### config.mk
export PLATFORM = sky130hd
export DESIGN_NAME = exc_seq_core
export DESIGN_NICKNAME = d
export VERILOG_FILES = /design/src/rtl/exc_seq_pkg.sv /design/src/rtl/exc_ret_decode.sv /design/src/rtl/exc_sp_bank.sv /design/src/rtl/exc_frame_buf.sv /design/src/rtl/exc_seq_core.sv
export SDC_FILE = /design/constraint.sdc
export NUM_CORES = 1
export LEC_CHECK = 0
export ABC_AREA = 1
export BUFFER_PORTS_ARGS = -buffer_cell sky130_fd_sc_hd__buf_2
export CELL_PAD_IN_SITES_DETAIL_PLACEMENT = 1
export CELL_PAD_IN_SITES_GLOBAL_PLACEMENT = 2
export CORE_MARGIN = 2
export CORE_UTILIZATION = 27
export CTS_CLUSTER_SIZE = 10
export DETAILED_ROUTE_END_ITERATION = 10
export GPL_ROUTABILITY_DRIVEN = 0
export PLACE_DENSITY_LB_ADDON = 0.1
export SLEW_MARGIN = 40
export SYNTH_ARGS = -nofsm -noshare
export SYNTH_HDL_FRONTEND = slang
export SYNTH_SLANG_ARGS = --single-unit
### constraint.sdc
create_clock -name clk -period 4.4 [get_ports clk]
set_clock_uncertainty 0.1 [all_clocks]
set_input_delay 0.44 -clock clk [delete_from_list [all_inputs] [get_ports clk]]
set_output_delay 0.44 -clock clk [all_outputs]
set_load 0.03 [all_outputs]
### src/rtl/exc_seq_pkg.sv
package exc_seq_pkg;

    localparam int unsigned XLEN        = 32;
    localparam int unsigned FRAME_WORDS = 8;
    localparam int unsigned FRAME_BITS  = FRAME_WORDS * XLEN;
    localparam int unsigned IDX_W       = $clog2(FRAME_WORDS);
    localparam int unsigned FRAME_BYTES = FRAME_WORDS * 4;
    localparam int unsigned SLOT_PC     = 6;

    localparam logic [XLEN-1:0] RET_HND_MAIN = 32'hFFFF_FFF1;
    localparam logic [XLEN-1:0] RET_THR_MAIN = 32'hFFFF_FFF9;
    localparam logic [XLEN-1:0] RET_THR_PROC = 32'hFFFF_FFFD;

    typedef enum logic [2:0] {
        SEQ_IDLE,
        SEQ_PUSH,
        SEQ_VEC,
        SEQ_VWAIT,
        SEQ_POP,
        SEQ_DRAIN
    } seq_state_e;

    typedef struct packed {
        logic cand;
        logic valid;
        logic to_thread;
        logic use_psp;
    } ret_info_t;

    typedef struct packed {
        logic handler;
        logic spsel;
        logic active;
        logic pending;
    } mode_t;

    function automatic logic [XLEN-1:0] entry_code(input logic in_handler, input logic sel);
        if (in_handler)
            return RET_HND_MAIN;
        else if (sel)
            return RET_THR_PROC;
        else
            return RET_THR_MAIN;
    endfunction

    function automatic ret_info_t decode_ret(input logic [XLEN-1:0] v);
        ret_info_t r;
        r.cand      = &v[XLEN-1:4];
        r.valid     = (v == RET_HND_MAIN) || (v == RET_THR_MAIN) || (v == RET_THR_PROC);
        r.to_thread = v[3];
        r.use_psp   = v[2];
        return r;
    endfunction

endpackage

### src/rtl/exc_ret_decode.sv
module exc_ret_decode
    import exc_seq_pkg::*;
(
    input  logic [XLEN-1:0] pc_val,
    output ret_info_t       info
);
    always_comb info = decode_ret(pc_val);
endmodule

### src/rtl/exc_sp_bank.sv
module exc_sp_bank
    import exc_seq_pkg::*;
#(
    parameter logic [XLEN-1:0] MAIN_INIT = 32'h0000_0800,
    parameter logic [XLEN-1:0] PROC_INIT = 32'h0000_0C00
)(
    input  logic            clk,
    input  logic            rst,
    input  logic            sel_proc,
    input  logic            dec_en,
    input  logic            inc_en,
    output logic [XLEN-1:0] main_sp,
    output logic [XLEN-1:0] proc_sp
);
    localparam logic [XLEN-1:0] STEP = XLEN'(FRAME_BYTES);

    for (genvar g = 0; g < 2; g++) begin : g_sp
        localparam logic [XLEN-1:0] INIT = (g == 0) ? MAIN_INIT : PROC_INIT;
        logic            hit;
        logic [XLEN-1:0] val_q;
        assign hit = (sel_proc == 1'(g));
        always_ff @(posedge clk) begin
            if (rst)
                val_q <= INIT;
            else if (hit && dec_en)
                val_q <= val_q - STEP;
            else if (hit && inc_en)
                val_q <= val_q + STEP;
        end
    end

    assign main_sp = g_sp[0].val_q;
    assign proc_sp = g_sp[1].val_q;
endmodule

### src/rtl/exc_frame_buf.sv
module exc_frame_buf
    import exc_seq_pkg::*;
(
    input  logic                  clk,
    input  logic                  rst,
    input  logic                  cap_en,
    input  logic [FRAME_BITS-1:0] cap_data,
    input  logic                  wr_en,
    input  logic [IDX_W-1:0]      wr_idx,
    input  logic [XLEN-1:0]       wr_data,
    input  logic [IDX_W-1:0]      rd_idx,
    output logic [XLEN-1:0]       rd_word,
    output logic [FRAME_BITS-1:0] frame_q
);
    for (genvar w = 0; w < FRAME_WORDS; w++) begin : g_word
        logic [XLEN-1:0] word_q;
        always_ff @(posedge clk) begin
            if (rst)
                word_q <= '0;
            else if (cap_en)
                word_q <= cap_data[w*XLEN +: XLEN];
            else if (wr_en && (wr_idx == IDX_W'(w)))
                word_q <= wr_data;
        end
        assign frame_q[w*XLEN +: XLEN] = word_q;
    end

    assign rd_word = frame_q[{rd_idx, 5'b0} +: XLEN];
endmodule

### src/rtl/exc_seq_core.sv
module exc_seq_core
    import exc_seq_pkg::*;
#(
    parameter int unsigned     NUM_W    = 6,
    parameter logic [XLEN-1:0] VEC_BASE = 32'h0000_0000,
    parameter logic [XLEN-1:0] MSP_INIT = 32'h0000_0800,
    parameter logic [XLEN-1:0] PSP_INIT = 32'h0000_0C00
)(
    input  logic                  clk,
    input  logic                  rst,
    input  logic                  irq_req,
    input  logic [NUM_W-1:0]      irq_num,
    input  logic [FRAME_BITS-1:0] frame_in,
    input  logic                  pc_wr_en,
    input  logic [XLEN-1:0]       pc_wr_data,
    input  logic                  spsel_wr_en,
    input  logic                  spsel_wr_data,
    output logic                  mem_req,
    output logic                  mem_we,
    output logic [XLEN-1:0]       mem_addr,
    output logic [XLEN-1:0]       mem_wdata,
    input  logic [XLEN-1:0]       mem_rdata,
    output logic                  pc_load,
    output logic [XLEN-1:0]       pc_value,
    output logic                  lr_load,
    output logic [XLEN-1:0]       lr_value,
    output logic                  frame_load,
    output logic [FRAME_BITS-1:0] frame_out,
    output logic                  handler_mode,
    output logic                  spsel,
    output logic                  pending,
    output logic                  active,
    output logic                  ret_fault,
    output logic [XLEN-1:0]       msp_val,
    output logic [XLEN-1:0]       psp_val
);
    localparam logic [IDX_W-1:0] LAST_IDX = IDX_W'(FRAME_WORDS - 1);

    seq_state_e         state_q;
    mode_t              mode_q;
    logic [IDX_W-1:0]   cnt_q;
    logic               use_psp_q;
    logic [XLEN-1:0]    base_q;
    logic [XLEN-1:0]    code_q;
    logic [NUM_W-1:0]   num_q;
    logic               pc_load_q, lr_load_q, frame_load_q, fault_q;
    logic [XLEN-1:0]    pc_q, lr_q;

    ret_info_t          ret;
    logic               accept_irq;
    logic               ent_psp;
    logic [XLEN-1:0]    msp_w, psp_w;
    logic [XLEN-1:0]    rd_word;
    logic [FRAME_BITS-1:0] frame_w;
    logic               fb_wr_en;
    logic [IDX_W-1:0]   fb_wr_idx;
    logic [IDX_W-1:0]   fb_rd_idx;
    logic               sp_dec, sp_inc;
    logic [XLEN-1:0]    cnt_ext;
    logic [XLEN-1:0]    push_addr, pop_addr, vec_addr;

    exc_ret_decode u_dec (
        .pc_val (pc_wr_data),
        .info   (ret)
    );

    assign accept_irq = (state_q == SEQ_IDLE) && irq_req && !mode_q.active;
    assign ent_psp    = !mode_q.handler && mode_q.spsel;

    assign sp_dec = (state_q == SEQ_PUSH) && (cnt_q == LAST_IDX);
    assign sp_inc = (state_q == SEQ_DRAIN);

    exc_sp_bank #(
        .MAIN_INIT (MSP_INIT),
        .PROC_INIT (PSP_INIT)
    ) u_sp (
        .clk      (clk),
        .rst      (rst),
        .sel_proc (use_psp_q),
        .dec_en   (sp_dec),
        .inc_en   (sp_inc),
        .main_sp  (msp_w),
        .proc_sp  (psp_w)
    );

    always_comb begin
        fb_wr_en  = 1'b0;
        fb_wr_idx = cnt_q - 1'b1;
        if (state_q == SEQ_POP && cnt_q != '0)
            fb_wr_en = 1'b1;
        else if (state_q == SEQ_DRAIN) begin
            fb_wr_en  = 1'b1;
            fb_wr_idx = LAST_IDX;
        end
    end

    assign fb_rd_idx = LAST_IDX - cnt_q;

    exc_frame_buf u_frame (
        .clk      (clk),
        .rst      (rst),
        .cap_en   (accept_irq),
        .cap_data (frame_in),
        .wr_en    (fb_wr_en),
        .wr_idx   (fb_wr_idx),
        .wr_data  (mem_rdata),
        .rd_idx   (fb_rd_idx),
        .rd_word  (rd_word),
        .frame_q  (frame_w)
    );

    assign cnt_ext   = XLEN'(cnt_q);
    assign push_addr = base_q - ((cnt_ext + 32'd1) << 2);
    assign pop_addr  = base_q + (cnt_ext << 2);
    assign vec_addr  = VEC_BASE + (XLEN'(num_q) << 2);

    always_comb begin
        mem_req   = 1'b0;
        mem_we    = 1'b0;
        mem_addr  = '0;
        mem_wdata = '0;
        unique case (state_q)
            SEQ_PUSH: begin
                mem_req   = 1'b1;
                mem_we    = 1'b1;
                mem_addr  = push_addr;
                mem_wdata = rd_word;
            end
            SEQ_VEC: begin
                mem_req  = 1'b1;
                mem_addr = vec_addr;
            end
            SEQ_POP: begin
                mem_req  = 1'b1;
                mem_addr = pop_addr;
            end
            default: ;
        endcase
    end

    always_ff @(posedge clk) begin
        if (rst) begin
            state_q      <= SEQ_IDLE;
            mode_q       <= '0;
            cnt_q        <= '0;
            use_psp_q    <= 1'b0;
            base_q       <= '0;
            code_q       <= '0;
            num_q        <= '0;
            pc_load_q    <= 1'b0;
            lr_load_q    <= 1'b0;
            frame_load_q <= 1'b0;
            fault_q      <= 1'b0;
            pc_q         <= '0;
            lr_q         <= '0;
        end else begin
            pc_load_q    <= 1'b0;
            lr_load_q    <= 1'b0;
            frame_load_q <= 1'b0;
            fault_q      <= 1'b0;
            unique case (state_q)
                SEQ_IDLE: begin
                    if (accept_irq) begin
                        state_q        <= SEQ_PUSH;
                        cnt_q          <= '0;
                        mode_q.pending <= 1'b1;
                        use_psp_q      <= ent_psp;
                        base_q         <= ent_psp ? psp_w : msp_w;
                        code_q         <= entry_code(mode_q.handler, mode_q.spsel);
                        num_q          <= irq_num;
                    end else if (pc_wr_en && mode_q.handler && ret.cand) begin
                        if (ret.valid) begin
                            state_q   <= SEQ_POP;
                            cnt_q     <= '0;
                            use_psp_q <= ret.use_psp;
                            base_q    <= ret.use_psp ? psp_w : msp_w;
                            code_q    <= pc_wr_data;
                        end else begin
                            fault_q <= 1'b1;
                        end
                    end else if (spsel_wr_en && !mode_q.handler) begin
                        mode_q.spsel <= spsel_wr_data;
                    end
                end
                SEQ_PUSH: begin
                    cnt_q <= cnt_q + 1'b1;
                    if (cnt_q == LAST_IDX)
                        state_q <= SEQ_VEC;
                end
                SEQ_VEC: state_q <= SEQ_VWAIT;
                SEQ_VWAIT: begin
                    pc_load_q      <= 1'b1;
                    pc_q           <= mem_rdata;
                    lr_load_q      <= 1'b1;
                    lr_q           <= code_q;
                    mode_q.active  <= 1'b1;
                    mode_q.pending <= 1'b0;
                    mode_q.handler <= 1'b1;
                    mode_q.spsel   <= 1'b0;
                    state_q        <= SEQ_IDLE;
                end
                SEQ_POP: begin
                    cnt_q <= cnt_q + 1'b1;
                    if (cnt_q == LAST_IDX)
                        state_q <= SEQ_DRAIN;
                end
                SEQ_DRAIN: begin
                    frame_load_q   <= 1'b1;
                    pc_load_q      <= 1'b1;
                    pc_q           <= frame_w[SLOT_PC*XLEN +: XLEN];
                    mode_q.handler <= !code_q[3];
                    mode_q.spsel   <= code_q[2];
                    mode_q.active  <= 1'b0;
                    state_q        <= SEQ_IDLE;
                end
                default: state_q <= SEQ_IDLE;
            endcase
        end
    end

    assign pc_load      = pc_load_q;
    assign pc_value     = pc_q;
    assign lr_load      = lr_load_q;
    assign lr_value     = lr_q;
    assign frame_load   = frame_load_q;
    assign frame_out    = frame_w;
    assign handler_mode = mode_q.handler;
    assign spsel        = mode_q.spsel;
    assign pending      = mode_q.pending;
    assign active       = mode_q.active;
    assign ret_fault    = fault_q;
    assign msp_val      = msp_w;
    assign psp_val      = psp_w;
endmodule

=== Word level (Yosys, flattened, before mapping) ===
Cells that the tools add are included.

* Bits in registers: 469
* Input port bits: 332
* Logic and storage cells: 182

* $add $sub $neg: 10
* Eq/ne operators: 24
* Shift operators: 1
* Mux-type cells: 63
* Bitwise operators: 3
* Reductions and logical operators: 55

{| class="wikitable"
|+ Operators by type and width
! cell !! count
|-
| $mux 32 || 29
|-
| $shiftx 256x9->32 || 1
|-
| $eq 32x32->1 const B || 3
|-
| $pmux 32 s3 || 1
|-
| $add 32x6->32 const B || 2
|-
| $pmux 32 s2 || 1
|-
| $sub 32x6->32 const B || 2
|-
| $mux 3 || 11
|-
| $add 32x5->32 || 1
|-
| $sub 32x6->32 || 1
|-
| $reduce_bool 2->1 || 15
|-
| $reduce_and 28->1 || 1
|-
| $eq 3x3->1 const B || 7
|-
| $logic_and 1x1->1 || 20
|-
| $mux 1 || 14
|-
| $eq 3x2->1 const B || 4
|-
| $pmux 3 s4 || 1
|-
| $reduce_and 4->1 || 2
|-
| $eq 3x1->1 const B || 2
|-
| $logic_not 3->1 || 2
|-
| $ne 2x1->1 const B || 3
|-
| $ne 2x2->1 const B || 3
|-
| $pmux 1 s2 || 3
|-
| $pmux 3 s2 || 1
|-
| other kinds (17) || 26
|}

=== Depth between registers and ports, before layout ===
* Depth after elaboration: 7
* Depth in mapped cells: 22
* Gate-level depth less buffers: 20

=== Hierarchy ===
From an unflattened synthesis, not the netlist that was laid out.

* Cell total of the unflattened synthesis: 5,492
* Area total of the unflattened synthesis: 31,332.6 um^2

{| class="wikitable"
|+ Modules (own cells, without submodules)
! module !! times used !! cells an instance !! area an instance (um^2)
|-
| exc_frame_buf || 1 || 2,857 || 15,902.8
|-
| exc_seq_core || 1 || 1,511 || 9,285.2
|-
| exc_sp_bank || 1 || 1,080 || 5,950.7
|-
| exc_ret_decode || 1 || 44 || 193.9
|}

=== Worst setup path after synthesis ===
No wires, ideal clock.

* Kind: reg2out
* Start: register cnt_q[0]
* End: output mem_addr[17]
* Data arrival time: 3,830 ps
* Data required time: 3,860 ps
* Path slack: 30 ps
* Cell stages (with the launch flop): 22
* Buffers on the path: 3
* Path through: dfxtp_1 > buf_2 > inv_2 > buf_2 > clkbuf_1 > ha_1 > nor3_1 > ha_1 > inv_1 > nor2_1 > ha_1 > fa_1 > nand2_1 > nand3_1 > nand2_1 > inv_1 > nand2_1 > nand2b_1 > nand2_1 > nand2_1 > nand2_1 > nor3b_1

* Longest elaborated chain between the ends: 3
* Elaborated cells between the ends (all ways): 4

{| class="wikitable"
|+ Ends and longest elaborated chain
! item !! line !! RTL
|-
| start, declared || exc_seq_core.sv:41 || <nowiki>logic [IDX_W-1:0] cnt_q;</nowiki>
|-
| start signal, assigned || exc_seq_core.sv:186 || <nowiki>cnt_q <= cnt_q + 1'b1;</nowiki>
|-
| start signal, assigned || exc_seq_core.sv:203 || <nowiki>cnt_q <= cnt_q + 1'b1;</nowiki>
|-
| $add 3x1->4 || exc_seq_core.sv:113 || <nowiki>assign push_addr = base_q - ((cnt_ext + 32'd1) << 2);</nowiki>
|-
| $sub 32x6->32 || exc_seq_core.sv:113 ||
|-
| $pmux 32 s3 * || exc_seq_core.sv:122 || <nowiki>unique case (state_q)</nowiki>
|-
| end, declared || exc_seq_core.sv:20 || <nowiki>output logic [XLEN-1:0] mem_addr,</nowiki>
|}

Mark *: on every way between the ends. The rest lies on a longest branch, timed or not.

=== Worst setup path in the final report ===
* Start: register cnt_q[1]
* End: output mem_wdata[15]

* Longest elaborated chain between the ends: 3

{| class="wikitable"
|+ Ends and longest elaborated chain
! item !! line !! RTL
|-
| $sub 3x3->3 || exc_seq_core.sv:97 || <nowiki>assign fb_rd_idx = LAST_IDX - cnt_q;</nowiki>
|-
| $shiftx 256x9->32 || exc_frame_buf.sv:28 || <nowiki>assign rd_word = frame_q[{rd_idx, 5'b0} +: XLEN];</nowiki>
|-
| $mux 32 || exc_seq_core.sv:122 ||
|-
| end, declared || exc_seq_core.sv:21 || <nowiki>output logic [XLEN-1:0] mem_wdata,</nowiki>
|}

Every way passes these cells.

==> metrics.csv <==
metric;value;unit
Yosys warning count;0;
Cell Count, Final, Fillers Out;6478;
Longest Clk Path Bufs;3;
# IOs;790;
GRT Total Usage;30.68;%
Fin Hold WS;0.05087;ns
CP Capture Type;output pin;
Cell variety after synth;46;
first-pass GRT wire length;233100;um
die span in y;319.6;um
Multi-input gate area;15530;um2
Cell Area, Synth;26900;um2
DRT Pass-1 Iters;6;
worst endpoint required time;3.86;ns
share of post-route cells with drive strength above 1;20.61;%
final setup vio count;0;
CTS root buffer;clkbuf_16;
total gr overflow;0;
Initial Util;27.29;%
status;completed;
Area Growth Syn to Fin;38.05;%
final hold vios;0;
top-count cell post-synth;nand2_1;
part of the cycle the worst path needs;97.69;%
top cell type's share of synthesized area;33.72;%
wire per inst;25.31;um
startpoint types;flip-flop;
Reg area;9077;um2
Leak;17.60;nW
Top FF cell, synth;dfxtp_1;
drc violations;0;
post-route ant nets;0;
R2R cell count;11;
clk sink count;453;
min-delay src;frame_in[70];
maximum clock rate;232.6;MHz
largest cells by area after synthesis;dfxtp_1, nand2_1, a21oi_1;
Seq cells post-synth;453;
max_slew headroom;37.55;%
M2 GR Usage;46.28;%
# rows;115;
initial antenna violation count;24;
die area;102200;um2
number of global-route vias before repair;32180;
Tmin final;4.299;ns
number of H-tree levels;2;
leading area contributor after synthesis;dfxtp_1;
Cells after DPL;6074;
Crit Path Max Fanout;50;
drt initial violations;2669;
Seq/Total Area, Yosys;33.72;%
Slew @ Worst Pin;0.9305;ns
hold path cells;3;
Syn Area/Cell;6.389;um2
Post-Synthesis Cells;4210;
met3 usage;6.491;%
largest net degree at the start of global routing;170;
Core Area;98560;um2
Crit Path Class;flip-flop to output pin;
worst flop-to-flop path startpoint;cnt_q[0];
clock latency on the worst-skew pair;0.68;ns
Post-synth EDFFs;0;
DP HPWL;122900;um
pre-CTS WS;0.2893;ns
worst hold path class;input pin to flip-flop;
critical path arrival;3.76;ns
fillcell total;12670;
Post-synth ARST share;0;%
Max Cap Viol;0;
synth cell count leaders;nand2_1, a21oi_1, dfxtp_1, nor2_1, inv_1;
TritonCTS Buffers;58;
Worst Slack Setup Final;0.1015;ns
wirelength, routed;164000;um
IO Port Bufs;777;
grt met1 use;43.20;%
Via density;5.150;
peak supply drop;505.6;uV
Max Slew Vio Count;0;
Util after Layout;37.67;%
grt peak-use layer;met2;
critical path startpoint;cnt_q[1];
die width;319.6;um
total number of vias;33360;
Nets;5556;
R2R setup slack;0.88;ns
cell area power density;767.7;nW/um2
CTS tree;built;
Reg clk slew, reported paths;0.06;ns
## registers in the layout, indices dropped and copies added (netlist names), 3 cells and up
register / flops
base_q: 27
u_frame.g_word.word_q: 256
num_q: 6
pc_value: 32
u_sp.proc_sp: 27
state_q: 3
lr_value: 32
u_sp.main_sp: 27
cnt_q: 3
code_q: 32
## final timing paths
check,endpoint
max,mem_wdata[15]
min,u_frame.g_word[2].word_q[6]
max reg2reg,u_frame.g_word[3].word_q[19]
min reg2reg,code_q[11]
## power by group
part | total, mW | switching, mW | internal (mW)
combinational | 17.4 | 12.5 | 4.84
clock | 4.87 | 2.10 | 2.77
sequential | 6.28 | 1.03 | 5.25
## cell usage in the layout, fill, tap and decap left out, types with 48 or more instances in the layout
cell type      instances
a21oi_1              501
o21ai_0              342
nor2_1               411
dfxtp_1              450
ha_1                  63
dlygate4sd3_1        288
nand2_1             1035
inv_1                382
a31oi_1               83
a22oi_1              158
clkbuf_16             58
buf_2                763
buf_4                 48
nand3_1              203
## area by class of cell
class                   instances  share of cell area (%)
diodes                         14                 0.09435
clock buffers                  88                   4.589
clock inverters                10                  0.4347
inverters                     428                   4.384
multi-input cells            3077                   41.83
flip-flops and latches        453                   24.45
well taps                    1287                   4.337
repair buffers               1121                   19.88
## cell families after synthesis
kind of cell / synth area share (%)
buffers and inverters: 10.39
and+or+nand+nor: 26.44
xor gates and xnor gates: 0.8141
AOI/OAI and AO/OA: 24.59
other: 0.01394
DFF: 33.72
adders and majority gates: 4.038
## repair_timing
| item | in CTS | in global routing |
|---|---|---|
| endpoints found under the setup margin | 21 | 20 |
| hold buffers | 288 | 0 |
| pin swaps | 1 | 4 |
| hold endpoints to repair | 287 | 0 |
| gates resized for setup | 17 | 105 |
| buffers inserted | 2 | 1 |
## critical path, stage by stage (launching register included)
cell	delay, ns
dfxtp_4	0.36
inv_2	0.07
buf_4	0.27
buf_4	0.65
o21ai_0	0.22
o22ai_1	0.53
o21ai_0	0.27
a31oi_1	0.37
buf_2	0.29
## metrics by stage
stage / area, um2 / setup TNS [ns] / total power [mW]
3_5_place_dp: 31830 / 0 / 22.24
5_1_grt: 37110 / -0.01140 / 30.14
3_3_place_gp: 31790 / 0 / 22.11
6_report: 37130 / 0 / 28.51
2_1_floorplan: 26940 / 0 / 16.21
4_1_cts: 36670 / -0.01009 / 27.54
## metal layers
layer  share of wire (%)  wire, um
met5               0.045        74
met1                  47     76530
met2                  42     69420
met4                 3.8      6275
met3                 7.1     11670
(Power assumes the default switching activity.)
